--- config.mk ---
export PLATFORM = sky130hd
export DESIGN_NAME = spi_master_port
export DESIGN_NICKNAME = d
export VERILOG_FILES = /design/src/rtl/spi_port_pkg.sv /design/src/rtl/spi_port_regs.sv /design/src/rtl/spi_port_clkdiv.sv /design/src/rtl/spi_port_engine.sv /design/src/rtl/spi_master_port.sv
export SDC_FILE = /design/constraint.sdc
export NUM_CORES = 1
export LEC_CHECK = 0
export ABC_AREA = 1
export ABC_CLOCK_PERIOD_IN_PS = 2300
export BUFFER_PORTS_ARGS = -buffer_cell sky130_fd_sc_hd__buf_2
export CAP_MARGIN = 25
export CELL_PAD_IN_SITES_DETAIL_PLACEMENT = 0
export CELL_PAD_IN_SITES_GLOBAL_PLACEMENT = 2
export CORE_ASPECT_RATIO = 1.1
export CORE_MARGIN = 2
export CORE_UTILIZATION = 30
export CTS_BUF_LIST = sky130_fd_sc_hd__clkbuf_16
export CTS_CLUSTER_SIZE = 12
export DETAILED_ROUTE_END_ITERATION = 7
export PLACE_DENSITY_LB_ADDON = 0.25
export SETUP_SLACK_MARGIN = 0.5
export SKIP_CTS_REPAIR_TIMING = 1
export SLEW_MARGIN = 10
export SYNTH_ARGS = -nofsm -noshare
export SYNTH_HDL_FRONTEND = slang
export SYNTH_HIERARCHICAL = 1
export SYNTH_SLANG_ARGS = --single-unit
export TNS_END_PERCENT = 50
--- constraint.sdc ---
create_clock -name clk -period 2.3 [get_ports clk]
set_input_delay 0 -clock clk [delete_from_list [all_inputs] [get_ports clk]]
set_output_delay 0 -clock clk [all_outputs]
set_load 0.005 [all_outputs]
--- src/rtl/spi_port_pkg.sv ---
package spi_port_pkg;

    localparam int RATE_W   = 8;
    localparam int SIZE_W   = 4;
    localparam int MAX_BITS = 16;
    localparam int MIN_BITS = 4;
    localparam int REG_W    = 16;
    localparam int BITS_W   = $clog2(MAX_BITS + 1);
    localparam int CNT_W    = BITS_W + 1;

    localparam int CTRL_EXT_BIT = RATE_W + SIZE_W;

    typedef enum logic [1:0] {
        ADDR_CTRL = 2'd0,
        ADDR_MODE = 2'd1,
        ADDR_DATA = 2'd2,
        ADDR_STAT = 2'd3
    } reg_addr_e;

    typedef struct packed {
        logic [RATE_W-1:0] rate;
        logic [SIZE_W-1:0] size_m1;
        logic              ext_sel;
        logic              cpol;
        logic              cpha;
        logic              loopback;
    } frame_cfg_t;

    function automatic logic [BITS_W-1:0] frame_bits(input logic [SIZE_W-1:0] f);
        if (f < SIZE_W'(MIN_BITS - 1))
            return BITS_W'(MIN_BITS);
        else
            return BITS_W'(f) + BITS_W'(1);
    endfunction

endpackage

--- src/rtl/spi_port_regs.sv ---
module spi_port_regs
    import spi_port_pkg::*;
(
    input  logic                clk,
    input  logic                rst,
    input  logic                reg_we,
    input  logic                reg_re,
    input  logic [1:0]          reg_addr,
    input  logic [REG_W-1:0]    reg_wdata,
    output logic [REG_W-1:0]    reg_rdata,
    input  logic                take,
    input  logic                done,
    input  logic                busy,
    input  logic [MAX_BITS-1:0] rx_word,
    output frame_cfg_t          cfg,
    output logic                tx_full,
    output logic [MAX_BITS-1:0] tx_word,
    output logic                irq_tx,
    output logic                irq_rx
);

    logic [RATE_W-1:0]   rate_q;
    logic [SIZE_W-1:0]   size_q;
    logic                ext_q;
    logic                rie_q, tie_q, loop_q, cpol_q, cpha_q;
    logic                rx_full_q;
    logic [MAX_BITS-1:0] rx_q;
    reg_addr_e           addr;

    assign addr = reg_addr_e'(reg_addr);

    always_ff @(posedge clk) begin
        if (rst) begin
            rate_q    <= '0;
            size_q    <= '0;
            ext_q     <= 1'b0;
            rie_q     <= 1'b0;
            tie_q     <= 1'b0;
            loop_q    <= 1'b0;
            cpol_q    <= 1'b0;
            cpha_q    <= 1'b0;
            tx_full   <= 1'b0;
            tx_word   <= '0;
            rx_full_q <= 1'b0;
            rx_q      <= '0;
        end else begin
            if (take)
                tx_full <= 1'b0;
            if (reg_we) begin
                unique case (addr)
                    ADDR_CTRL: begin
                        rate_q <= reg_wdata[RATE_W-1:0];
                        size_q <= reg_wdata[RATE_W +: SIZE_W];
                        ext_q  <= reg_wdata[CTRL_EXT_BIT];
                    end
                    ADDR_MODE: begin
                        rie_q  <= reg_wdata[0];
                        tie_q  <= reg_wdata[1];
                        loop_q <= reg_wdata[2];
                        cpol_q <= reg_wdata[3];
                        cpha_q <= reg_wdata[4];
                    end
                    ADDR_DATA: begin
                        tx_word <= reg_wdata[MAX_BITS-1:0];
                        tx_full <= 1'b1;
                    end
                    default: ;
                endcase
            end
            if (reg_re && addr == ADDR_DATA)
                rx_full_q <= 1'b0;
            if (done) begin
                rx_q      <= rx_word;
                rx_full_q <= 1'b1;
            end
        end
    end

    always_comb begin
        unique case (addr)
            ADDR_CTRL: reg_rdata = REG_W'({ext_q, size_q, rate_q});
            ADDR_MODE: reg_rdata = REG_W'({cpha_q, cpol_q, loop_q, tie_q, rie_q});
            ADDR_DATA: reg_rdata = REG_W'(rx_q);
            default:   reg_rdata = REG_W'({busy, rx_full_q, ~tx_full});
        endcase
    end

    always_comb begin
        cfg.rate     = rate_q;
        cfg.size_m1  = size_q;
        cfg.ext_sel  = ext_q;
        cfg.cpol     = cpol_q;
        cfg.cpha     = cpha_q;
        cfg.loopback = loop_q;
    end

    assign irq_tx = tie_q & ~tx_full;
    assign irq_rx = rie_q & rx_full_q;

endmodule

--- src/rtl/spi_port_clkdiv.sv ---
module spi_port_clkdiv
    import spi_port_pkg::*;
(
    input  logic              clk,
    input  logic              rst,
    input  logic              restart,
    input  logic              run,
    input  logic              ext_sel,
    input  logic              ref_tick,
    input  logic              ext_tick,
    input  logic [RATE_W-1:0] rate,
    output logic              half_tick
);

    logic [RATE_W-1:0] cnt_q;
    logic              src_tick;
    logic              wrap;

    assign src_tick  = ext_sel ? ext_tick : ref_tick;
    assign wrap      = (cnt_q == rate);
    assign half_tick = run & src_tick & wrap;

    always_ff @(posedge clk) begin
        if (rst || restart)
            cnt_q <= '0;
        else if (run && src_tick)
            cnt_q <= wrap ? '0 : cnt_q + RATE_W'(1);
    end

endmodule

--- src/rtl/spi_port_engine.sv ---
module spi_port_engine
    import spi_port_pkg::*;
(
    input  logic                clk,
    input  logic                rst,
    input  frame_cfg_t          cfg_in,
    input  logic                tx_full,
    input  logic [MAX_BITS-1:0] tx_word,
    input  logic                half_tick,
    input  logic                rxd,
    output logic                take,
    output logic                busy,
    output frame_cfg_t          cfg_act,
    output logic                done,
    output logic [MAX_BITS-1:0] rx_word,
    output logic                sclk,
    output logic                txd,
    output logic                fsel_n
);

    logic [CNT_W-1:0]    hcnt_q, hnext, last_h;
    logic [MAX_BITS-1:0] tx_sh, rx_sh, load_word;
    logic [BITS_W-1:0]   n_act, n_in, pad;
    logic                act_now, act_next, lead_edge, trail_edge, rx_in;
    logic                do_sample, do_shift;

    assign take      = ~busy & tx_full;
    assign n_in      = frame_bits(cfg_in.size_m1);
    assign pad       = BITS_W'(MAX_BITS) - n_in;
    assign load_word = tx_word << pad;

    assign n_act  = frame_bits(cfg_act.size_m1);
    assign last_h = {n_act, 1'b1};
    assign hnext  = hcnt_q + CNT_W'(1);

    // Active half periods: phase 0 uses even halves from 2, phase 1 odd halves below the last.
    always_comb begin
        if (cfg_act.cpha)
            act_next = hnext[0] & (hnext < last_h);
        else
            act_next = ~hnext[0] & (hnext >= CNT_W'(2));
    end

    assign act_now    = sclk ^ cfg_act.cpol;
    assign lead_edge  = act_next & ~act_now;
    assign trail_edge = ~act_next & act_now;
    assign rx_in      = cfg_act.loopback ? txd : rxd;
    assign do_sample  = cfg_act.cpha ? trail_edge : lead_edge;
    assign do_shift   = cfg_act.cpha ? (lead_edge && hnext != CNT_W'(1)) : trail_edge;

    always_ff @(posedge clk) begin
        if (rst) begin
            busy    <= 1'b0;
            hcnt_q  <= '0;
            sclk    <= 1'b0;
            txd     <= 1'b0;
            fsel_n  <= 1'b1;
            tx_sh   <= '0;
            rx_sh   <= '0;
            cfg_act <= '0;
            done    <= 1'b0;
            rx_word <= '0;
        end else begin
            done <= 1'b0;
            if (!busy) begin
                sclk   <= cfg_in.cpol;
                fsel_n <= 1'b1;
                if (take) begin
                    busy    <= 1'b1;
                    cfg_act <= cfg_in;
                    hcnt_q  <= '0;
                    fsel_n  <= 1'b0;
                    tx_sh   <= load_word;
                    txd     <= load_word[MAX_BITS-1];
                    rx_sh   <= '0;
                end
            end else if (half_tick) begin
                if (hcnt_q == last_h) begin
                    busy    <= 1'b0;
                    fsel_n  <= 1'b1;
                    done    <= 1'b1;
                    rx_word <= rx_sh;
                    sclk    <= cfg_act.cpol;
                end else begin
                    hcnt_q <= hnext;
                    sclk   <= cfg_act.cpol ^ act_next;
                    if (do_sample)
                        rx_sh <= {rx_sh[MAX_BITS-2:0], rx_in};
                    if (do_shift) begin
                        tx_sh <= {tx_sh[MAX_BITS-2:0], 1'b0};
                        txd   <= tx_sh[MAX_BITS-2];
                    end
                end
            end
        end
    end

endmodule

--- src/rtl/spi_master_port.sv ---
module spi_master_port
    import spi_port_pkg::*;
(
    input  logic             clk,
    input  logic             rst,
    input  logic             reg_we,
    input  logic             reg_re,
    input  logic [1:0]       reg_addr,
    input  logic [REG_W-1:0] reg_wdata,
    output logic [REG_W-1:0] reg_rdata,
    input  logic             ref_tick,
    input  logic             ext_tick,
    input  logic             rxd,
    output logic             sclk,
    output logic             txd,
    output logic             fsel_n,
    output logic             irq_tx,
    output logic             irq_rx
);

    frame_cfg_t          cfg_live, cfg_act;
    logic                take, busy, done, half_tick, tx_full;
    logic [MAX_BITS-1:0] tx_word, rx_word;

    spi_port_regs u_regs (
        .clk       (clk),
        .rst       (rst),
        .reg_we    (reg_we),
        .reg_re    (reg_re),
        .reg_addr  (reg_addr),
        .reg_wdata (reg_wdata),
        .reg_rdata (reg_rdata),
        .take      (take),
        .done      (done),
        .busy      (busy),
        .rx_word   (rx_word),
        .cfg       (cfg_live),
        .tx_full   (tx_full),
        .tx_word   (tx_word),
        .irq_tx    (irq_tx),
        .irq_rx    (irq_rx)
    );

    spi_port_clkdiv u_div (
        .clk       (clk),
        .rst       (rst),
        .restart   (take),
        .run       (busy),
        .ext_sel   (cfg_act.ext_sel),
        .ref_tick  (ref_tick),
        .ext_tick  (ext_tick),
        .rate      (cfg_act.rate),
        .half_tick (half_tick)
    );

    spi_port_engine u_eng (
        .clk       (clk),
        .rst       (rst),
        .cfg_in    (cfg_live),
        .tx_full   (tx_full),
        .tx_word   (tx_word),
        .half_tick (half_tick),
        .rxd       (rxd),
        .take      (take),
        .busy      (busy),
        .cfg_act   (cfg_act),
        .done      (done),
        .rx_word   (rx_word),
        .sclk      (sclk),
        .txd       (txd),
        .fsel_n    (fsel_n)
    );

endmodule

# Word level (Yosys, flattened, before mapping)
# Cells that the tools add are included.
[word_totals]
reg_bits = 134
latchBits = 0
mem_bits_rw = 0
romBits = 0
out_inout_bits = 21
elab_cells = 127
memories = 0
[op_classes]
addsub = 5
multipliers = 0
n_div = 0
n_lt_le_gt_ge = 4
n_eq_ne = 10
n_shift = 1
mux = 45
bitwise = 17
reduce_logical = 17
[ops]
columns = ["cell", "count"]
rows = [
  ["two-way mux 16 bit", 5],
  ["two-way mux 15 bit", 5],
  ["one-hot mux 16 bit (3 select lines)", 1],
  ["two-way mux 1 bit", 27],
  ["two-way mux 6 bit", 4],
  ["left shift 16 x 5 -> 16 bit", 1],
  ["adder 4 x 1 -> 5 bit (second input constant)", 2],
  ["two-way mux 5 bit", 2],
  ["inequality test 2 bit (second input constant)", 5],
  ["AND reduction 2 bit", 5],
  ["AND 1 bit", 9],
  ["adder 8 x 1 -> 8 bit (second input constant)", 1],
  ["== test 8 bit", 1],
  ["< comparator 4 x 2 -> 1 bit (second input constant)", 2],
  ["two-way mux 8 bit", 1],
  ["AND reduction 4 bit", 2],
  ["adder 6 x 1 -> 6 bit (second input constant)", 1],
  ["== test 6 bit", 1],
  ["greater-or-equal comparator 6 x 2 -> 1 bit (second input constant)", 1],
  ["< comparator 6 bit", 1],
  ["inequality test 6 x 1 -> 1 bit (second input constant)", 1],
  ["inverter 1 bit", 6],
  ["AND reduction 3 bit", 2],
  ["subtractor 5 bit (first input constant)", 1],
  ["8 further kinds", 12],
]

# Depth between registers and ports, before layout
# Gate-level depths: netlist of run 1.
[depth]
depth_word = 12
mapped_depth = 23
depth_no_buf = 22

# By module
# Netlist of run 1, hierarchy kept.
[by_module_without_submodules]
columns = ["module", "instances", "cells_per_inst", "area_each_um2", "seq_area_each_um2"]
rows = [
  ["spi_port_engine", 1, 691, 4391.7, 1481.4],
  ["spi_port_regs", 1, 351, 2328.5, 1041.0],
  ["spi_port_clkdiv", 1, 104, 598.1, 160.2],
]

# Worst setup path after synthesis of run 1
# OpenSTA, ideal clock, no wires.
[synth_path]
kind = "reg2reg"
from = "register u_regs.size_q[0]"
to = "register u_eng.tx_sh[7]"
arrival_time_ns = 2.378
path_slack_ns = -0.191
stages_incl_launch_ff = 17
cell_sequence = "dfxtp_1 > ha_1 > nor2_1 > nand2_1 > nand2_2 > buf_2 > ha_1 > clkinv_1 > clkbuf_1 > o21ai_0 > nand2_1 > nand2_1 > nor2_1 > a21oi_1 > nand3_1 > nand2_1 > nor2_1"
[synth_via]
elab_chain_len = 6
elab_cells_between_ends = 7
[synth_rtl]
columns = ["item", "line", "rtl"]
rows = [
  ["from (decl)", "spi_port_regs.sv:23", "logic [SIZE_W-1:0] size_q;"],
  ["from (signal assigned)", "spi_port_regs.sv:53", "size_q <= reg_wdata[RATE_W +: SIZE_W];"],
  ["adder 4 x 1 -> 5 bit / < comparator 4 x 2 -> 1 bit (equally long branches)", "spi_port_pkg.sv:33, spi_port_pkg.sv:30", ""],
  ["two-way mux 5 bit *", "spi_port_pkg.sv:30", "if (f < SIZE_W'(MIN_BITS - 1))"],
  ["subtractor 5 bit *", "spi_port_engine.sv:29", "assign pad = BITS_W'(MAX_BITS) - n_in;"],
  ["left shift 16 x 5 -> 16 bit *", "spi_port_engine.sv:30", "assign load_word = tx_word << pad;"],
  ["two-way mux 15 bit *", "spi_port_engine.sv:68", "if (take) begin"],
  ["two-way mux 15 bit *", "spi_port_engine.sv:65", "if (!busy) begin"],
  ["to (signal assigned)", "spi_port_engine.sv:73", "tx_sh <= load_word;"],
  ["to (signal assigned)", "spi_port_engine.sv:90", "tx_sh <= {tx_sh[MAX_BITS-2:0], 1'b0};"],
  ["to (decl)", "spi_port_engine.sv:22", "logic [MAX_BITS-1:0] tx_sh, rx_sh, load_word;"],
]
# Mark *: on every way between the ends. The rest lies on a longest branch, timed or not. The select of a mux whose other input is x is not followed.
# A chain may end at the register's enable or synchronous reset.

# Worst setup path after layout of run 1
[layout_path]
from = "register u_eng.hcnt_q[1]"
to = "register u_eng.tx_sh[3]"
[layout_via]
elab_chain_len = 9
elab_cells_between_ends = 16
[layout_rtl]
columns = ["item", "line", "rtl"]
rows = [
  ["from (decl)", "spi_port_engine.sv:21", "logic [CNT_W-1:0] hcnt_q, hnext, last_h;"],
  ["from (signal assigned)", "spi_port_engine.sv:85", "hcnt_q <= hnext;"],
  ["adder 6 x 1 -> 6 bit", "spi_port_engine.sv:34", "assign hnext = hcnt_q + CNT_W'(1);"],
  ["greater-or-equal comparator 6 x 2 -> 1 bit / < comparator 6 bit (equally long branches)", "spi_port_engine.sv:41, spi_port_engine.sv:39", ""],
  ["AND 1 bit, on equally long branches", "spi_port_engine.sv:41, spi_port_engine.sv:39", ""],
  ["two-way mux 1 bit", "spi_port_engine.sv:38", "if (cfg_act.cpha)"],
  ["AND 1 bit / inverter 1 bit (equally long branches)", "spi_port_engine.sv:45, spi_port_engine.sv:46", ""],
  ["logical AND 1 bit / AND 1 bit (equally long branches)", "spi_port_engine.sv:49, spi_port_engine.sv:46", ""],
  ["two-way mux 1 bit", "spi_port_engine.sv:49", "assign do_shift = cfg_act.cpha ? (lead_edge && hnext != CNT_W'(1)) : trail_edge;"],
  ["inequality test 2 bit (no source line)", "n/a", ""],
  ["AND reduction 4 bit (no source line) *", "n/a", ""],
]
# Mark *: on every way between the ends. The rest lies on a longest branch, timed or not.

==> flow_summary.ini, run 1 <==
[global_route]
grt_pass1_wl_um = 34400
grt_pass1_vias = 6619
grt_max_degree = 51
grt.total_usage_pct = 16.7
antenna_found_initial = 0
grt_overflow = 0

[timing]
final_hold_viol_count = 0
slew_viol_final = 0
period_minus_slack_ns = 2.43
slew_headroom_pct = 56.7
rsz0062_at_grt = yes
finalClockSkew_ns = 0.0134
max_freq_ghz = 0.412
fin_crit_sh_pct = 106
tightest_slew_ns = 0.649
fin_ws_ns = -0.129
setup_viol = 23

[yosys]
synth_seq_area_share_pct = 36.7
synth.most_common_cell = nand2_1
synth_commonest_cells = nand2_1 (325), nor2_1 (201), dfxtp_1 (134), inv_1 (105), nand3_1 (78)
syn_area_per_cell_um2 = 6.39
synth-seq-cells = 134
yosys_warnings = 6
yosysTopAreaCell = dfxtp_1
synth-main-ff-cell = dfxtp_1
syn_nets = 1180
synth_top_cell_area_share_pct = 36.7
synth_edf_count = 0
syn_inst = 1146
synthDistinctLibCells = 40
yosys-top-cells-area = dfxtp_1 (37%), nand2_1 (17%), nor2_1 (10%), inv_1 (5.4%), nand3_1 (5.3%)
syn_area_um2 = 7320
async_flop_share_pct = 0

[placed_design]
placedCellCount = 1485
dpl.hpwl_um = 15200
io_buffers = 45
pre_cts_ws_ns = -0.0693
placed_cell_area_um2 = 8100
finalWeightedCongestion = 0.777

[setup_path]
path_class = reg2reg
r2r_start = u_eng/hcnt_q[1]$_SDFFE_PP0P_
crit_path_start = u_eng/hcnt_q[1]$_SDFFE_PP0P_
endpoint_kind = flop
arrival_ns = 2.74
startpoint_type = flop
required_ns = 2.62
crit_fanout = 16

[floorplan]
die-height_um = 168
ios = 46
start_util_pct = 30.7
die_x_um = 153
dieArea_um2 = 25700
row_count = 59
coreArea_um2 = 23800

[detailed_routing]
ant_nets = 0
vias = 7098
detail_route.wl_per_cell_um = 14.1
dr.pass1.iters = 5
drc = 0
wirelength_um = 21700
drt_iter0_drc = 409
routed_via_density = 4.59

[cells_and_area]
layout.cells.non_filler = 1547
final_area_um2 = 9350
areaGrowthSynthToFinish_pct = 27.8
nets = 1263
antennaDiodeCount = 0
drive_gt1_share_pct = 20.1

[status]
violations = negative setup slack
status = complete, but fails checks

[min_path]
min_path_type = in2reg
worstHoldStart = rxd

[power]
power_mw = 6.40
p_per_area_nw_per_um2 = 685
leakage_nw = 4.21
ir_worst_vdd_mv = 0.437

[cts]
cts_max_level = 4
cts_buffer_depth = 2
clkSinkCount = 134
root_buffer = clkbuf_16
numCtsBuffers = 17
worstSkewPairLatency_ns = 0.43
cts_tree = done
clkTransAtPathRegs_ns = 0.06

[run]
maxCapViolCount = 0
-- critical path: stages, from the launching register on --
cell	delay [ns]
dfxtp_4	0.36
ha_4	0.16
xnor2_2	0.20
inv_2	0.08
ha_4	0.27
nand2_2	0.05
a21oi_2	0.09
nand2_1	0.05
nand2_1	0.05
nand2_1	0.05
nand2_1	0.05
nand2_1	0.06
nand2_2	0.11
nand4_1	0.16
nand3_4	0.18
clkbuf_16	0.22
nand3_1	0.08
nand2_1	0.06
nor2_1	0.04
-- registers in the layout, summed over array words and instances (netlist names), 4 cells and up --
| register | cells |
|---|---|
| u_div/cnt_q | 8 |
| u_eng/cfg_act | 16 |
| u_eng/hcnt_q | 6 |
| u_eng/rx_sh | 16 |
| u_eng/rx_word | 16 |
| u_eng/tx_sh | 15 |
| u_regs/rate_q | 8 |
| u_regs/rx_q | 16 |
| u_regs/size_q | 4 |
| u_regs/tx_word | 16 |
-- through the flow --
step,utilization [%],hold slack [ns],setup TNS [ns]
6_report,39.2,0.0122,-1.52
2_1_floorplan,-,0.0691,0
4_1_cts,36.6,-0.230,-1.70
3_5_place_dp,34.0,0.222,-1.34
5_1_grt,39.2,0.0508,-6.33
3_3_place_gp,34.0,0.226,-0.0164
-- metal layers --
metal | vias up | wire length (um) | track usage (%)
li1 | 3767 | - | -
met1 | 3268 | 10200 | 21.4
met2 | 54 | 11000 | 29.5
met3 | 9 | 405 | 2.81
met4 | 0 | 127 | 3.82
met5 | - | 0 | 0
-- report_power, final --
part	total, mW	internal (mW)	switching, mW	leakage [nW]
clock	2.88	1.73	1.15	0.289
sequential	2.49	2.41	0.0814	1.09
combinational	1.02	0.401	0.623	2.82
-- layout by cell type, fill, tap and decap left out, drive strengths merged, types with 2 or more instances in the layout --
| cell | count |
|---|---|
| nand2 | 336 |
| nor2 | 204 |
| dfxtp | 134 |
| inv | 116 |
| buf | 104 |
| nand3 | 85 |
| a21oi | 81 |
| o21ai | 65 |
| clkbuf | 19 |
| dlygate4sd3 | 18 |
| nand3b | 16 |
| xor2 | 10 |
| ha | 9 |
| nand4 | 8 |
| o211ai | 7 |
| clkinvlp | 6 |
| clkinv | 6 |
| bufinv | 3 |
| or2 | 2 |
| a21boi | 2 |
| a22oi | 2 |
| nor3 | 2 |
| o21bai | 2 |
| xnor2 | 2 |
-- path summary, 6_finish.rpt --
path	endpoint	slack, ns	cells after the start
setup / recovery	u_eng/tx_sh[3]$_SDFFE_PP0P_	-0.13	18
hold / removal	u_eng/rx_sh[0]$_SDFFE_PP0P_	0.01	5
setup reg to reg	u_eng/tx_sh[3]$_SDFFE_PP0P_	-0.13	18
hold reg to reg	u_regs/rx_q[15]$_SDFFE_PP0P_	0.46	2
-- final cells by class --
type,instances,area [um2]
clock buffers,17,425
clock inverters,15,193
fillers,2625,14500
inverters,115,449
multi-input cells,836,4190
flip-flops and latches,134,2700
well taps,305,382
repair buffers,124,1000
repair inverters,1,7.51
-- cell families (layout without fill, tap and decap cells) --
group | after synthesis | after routing | share of synthesized area (%)
flip-flops | 134 | 134 | 36.7
adder cells (fa/ha/maj) | 9 | 9 | 1.54
buffers and inverters | 176 | 272 | 10.4
XOR/XNOR | 12 | 12 | 1.44
AO/OA/AOI/OAI | 161 | 161 | 12.2
AND/OR/NAND/NOR | 654 | 654 | 37.7
(Power assumes the default switching activity.)
==> inputs of run 2 (changes only) <==
Settings changed: ABC_CLOCK_PERIOD_IN_PS 2300 to 3000, CORE_UTILIZATION 30 to 36.
Clock period 2.3 ns to 3 ns, I/O delays scaled along.
==> flow_summary.ini, run 2 (synthesized netlist as in run 1, its figures left out) <==
[status]
status = complete, but fails checks
violations = negative hold slack

[cts]
root_buffer = clkbuf_16
clkTransAtPathRegs_ns = 0.06
worstSkewPairLatency_ns = 0.42
cts_buffer_depth = 2
cts_tree = done
numCtsBuffers = 17
clkSinkCount = 134
cts_max_level = 4

[detailed_routing]
routed_via_density = 4.75
vias = 6952
wirelength_um = 20500
drt_iter0_drc = 439
ant_nets = 0
drc = 0
dr.pass1.iters = 5
detail_route.wl_per_cell_um = 14.0

[setup_path]
worstPathCellList = ha_2, xnor2_2, inv_2, ha_4, nand2_2, a21oi_2, nand2_1, nand2_1, nand2_1, nand2_1, nand2_1, nand2_2, nand4_1, nand3_4, buf_6, nand3_1, nand2_1, nor2_1
worstSetupPathDepth = 18
crit_top_cell = nand2_1
required_ns = 3.31
crit_family = simple AND/OR/NAND/NOR gates
cp_slowest_stage_delay_ns = 0.36
r2r_start = u_eng/hcnt_q[0]$_SDFFE_PP0P_
endpoint_kind = flop
reg2reg_depth = 18
r2r_slack_ns = 0.56
endpoint = u_eng/tx_sh[0]$_SDFFE_PP0P_
startpoint_type = flop
cp_slowest_cell = dfxtp_4
r2r_end = u_eng/tx_sh[0]$_SDFFE_PP0P_
crit_fanout = 8
arrival_ns = 2.75
path_class = reg2reg
crit_buf_inv = 2
crit_path_start = u_eng/hcnt_q[0]$_SDFFE_PP0P_

[placed_design]
finalWeightedCongestion = 0.817
dpl.hpwl_um = 14200
placedCellCount = 1402
io_buffers = 45
pre_cts_ws_ns = 0.419

[cells_and_area]
final_common_cell = nand2_1
multi_input_area_um2 = 4060
final_util_pct = 44.1
nets = 1232
nFillCells = 2180
antennaDiodeCount = 0
areaGrowthSynthToFinish_pct = 19.8
drive_gt1_share_pct = 15.7
final_cell_mix = nand2_1 (319), nor2_1 (197), dfxtp_1 (129)
layout.cells.non_filler = 1463
seqCellArea_um2 = 2700

[power]
leakage_nw = 3.96
power_mw = 4.56
ir_worst_vdd_mv = 0.370
p_per_area_nw_per_um2 = 520
p_int_mw = 3.25
switching_power_mw = 1.31
clkPwrFrac_pct = 42.2
p_comb_share_pct = 15.9
swShare_pct = 28.8
seqPwrFrac_pct = 41.9

[global_route]
grt_max_degree = 40
grt_pass1_vias = 6387
grt_overflow = 0
grt_pass1_wl_um = 32500
grt.total_usage_pct = 18.8
antenna_found_initial = 0

[timing]
setup_viol = 0
max_freq_ghz = 0.410
slew_headroom_pct = 38.9
fin_hold_ws_ns = -0.000409
fin_ws_ns = 0.561
fin_tns_setup_ns = 0
rsz0062_at_grt = yes
tightest_slew_ns = 0.914
fin_crit_sh_pct = 81.3
slew_viol_final = 0
finalClockSkew_ns = 0.00610
period_minus_slack_ns = 2.44
final_hold_viol_count = 1

[min_path]
min_path_type = in2reg

[floorplan]
ios = 46
row_count = 54
coreArea_um2 = 19900
die-height_um = 154
start_util_pct = 36.8
dieArea_um2 = 21500
die_x_um = 140

[run]
maxCapViolCount = 0
==> run 2: cell types whose count changed in the layout (fill, tap and decap cells not counted), moves of 4 or more <==
| cell | delta |
|---|---|
| a21oi_1 | +4 |
| a21oi_2 | -5 |
| buf_12 | -4 |
| buf_4 | -25 |
| clkinv_2 | +5 |
| clkinv_4 | -4 |
| dfxtp_1 | +5 |
| dfxtp_2 | -6 |
| nand2_1 | +5 |
| nand3_1 | +5 |
| nand3_2 | -4 |
==> run 2: worst register-to-register path, cell delays in order, from the launching register on <==
cell and delay, ns:
dfxtp_4 0.36, ha_2 0.21, xnor2_2 0.19, inv_2 0.07
ha_4 0.26, nand2_2 0.05, a21oi_2 0.09, nand2_1 0.05
nand2_1 0.06, nand2_1 0.05, nand2_1 0.05, nand2_1 0.06
nand2_2 0.12, nand4_1 0.16, nand3_4 0.18, buf_6 0.19
nand3_1 0.08, nand2_1 0.07, nor2_1 0.04
==> run 2: metal layers <==
| layer | track usage (%) | share of wire [%] |
|---|---|---|
| met4 | 4.86 | 1.4 |
| met3 | 3.21 | 2.1 |
| met1 | 23.8 | 46 |
| met2 | 33.0 | 51 |
| met5 | 0 | 0 |
==> run 2: layout make-up <==
cell class | count | share of cell area, %
Sequential cell | 134 | 30.8
Timing Repair Buffer | 93 | 8.11
Multi-Input combinational cell | 836 | 46.3
Timing Repair inverter | 1 | 0.0571
Tap cell | 252 | 3.60
Clock inverter | 15 | 1.30
Clock buffer | 17 | 4.85
Inverter | 115 | 4.97
==> run 2: worst min path at each step <==
stage	from	to	slack, ns	cells after the start
after floorplan	rst	u_regs/rx_full_q$_SDFFE_PP0P_	0.07	1
after global placement	reg_wdata[14]	u_regs/tx_word[14]$_SDFFE_PP0P_	0.23	3
after detailed placement	reg_wdata[14]	u_regs/tx_word[14]$_SDFFE_PP0P_	0.24	3
after CTS	reg_wdata[14]	u_regs/tx_word[14]$_SDFFE_PP0P_	-0.21	3
after global routing	rxd	u_eng/rx_sh[0]$_SDFFE_PP0P_	0.07	5
final	rxd	u_eng/rx_sh[0]$_SDFFE_PP0P_	-0.0004	5
==> run 2: stage by stage <==
stage          cell area, um2  hold slack (ns)
6_report                 8770        -0.000409
5_1_grt                  8770           0.0659
4_1_cts                  8250           -0.207
3_5_place_dp             7710            0.241
3_3_place_gp             7710            0.233
2_1_floorplan            7320           0.0691
==> run 2: power groups by stage <==
stage | registers (mW) | logic [mW] | clock network [mW]
2_1_floorplan | 1.93 | 0.500 | 0
3_3_place_gp | 1.95 | 0.655 | 0
3_5_place_dp | 1.95 | 0.653 | 0
4_1_cts | 1.91 | 0.655 | 1.98
5_1_grt | 1.92 | 0.826 | 2.06
6_report | 1.91 | 0.726 | 1.92
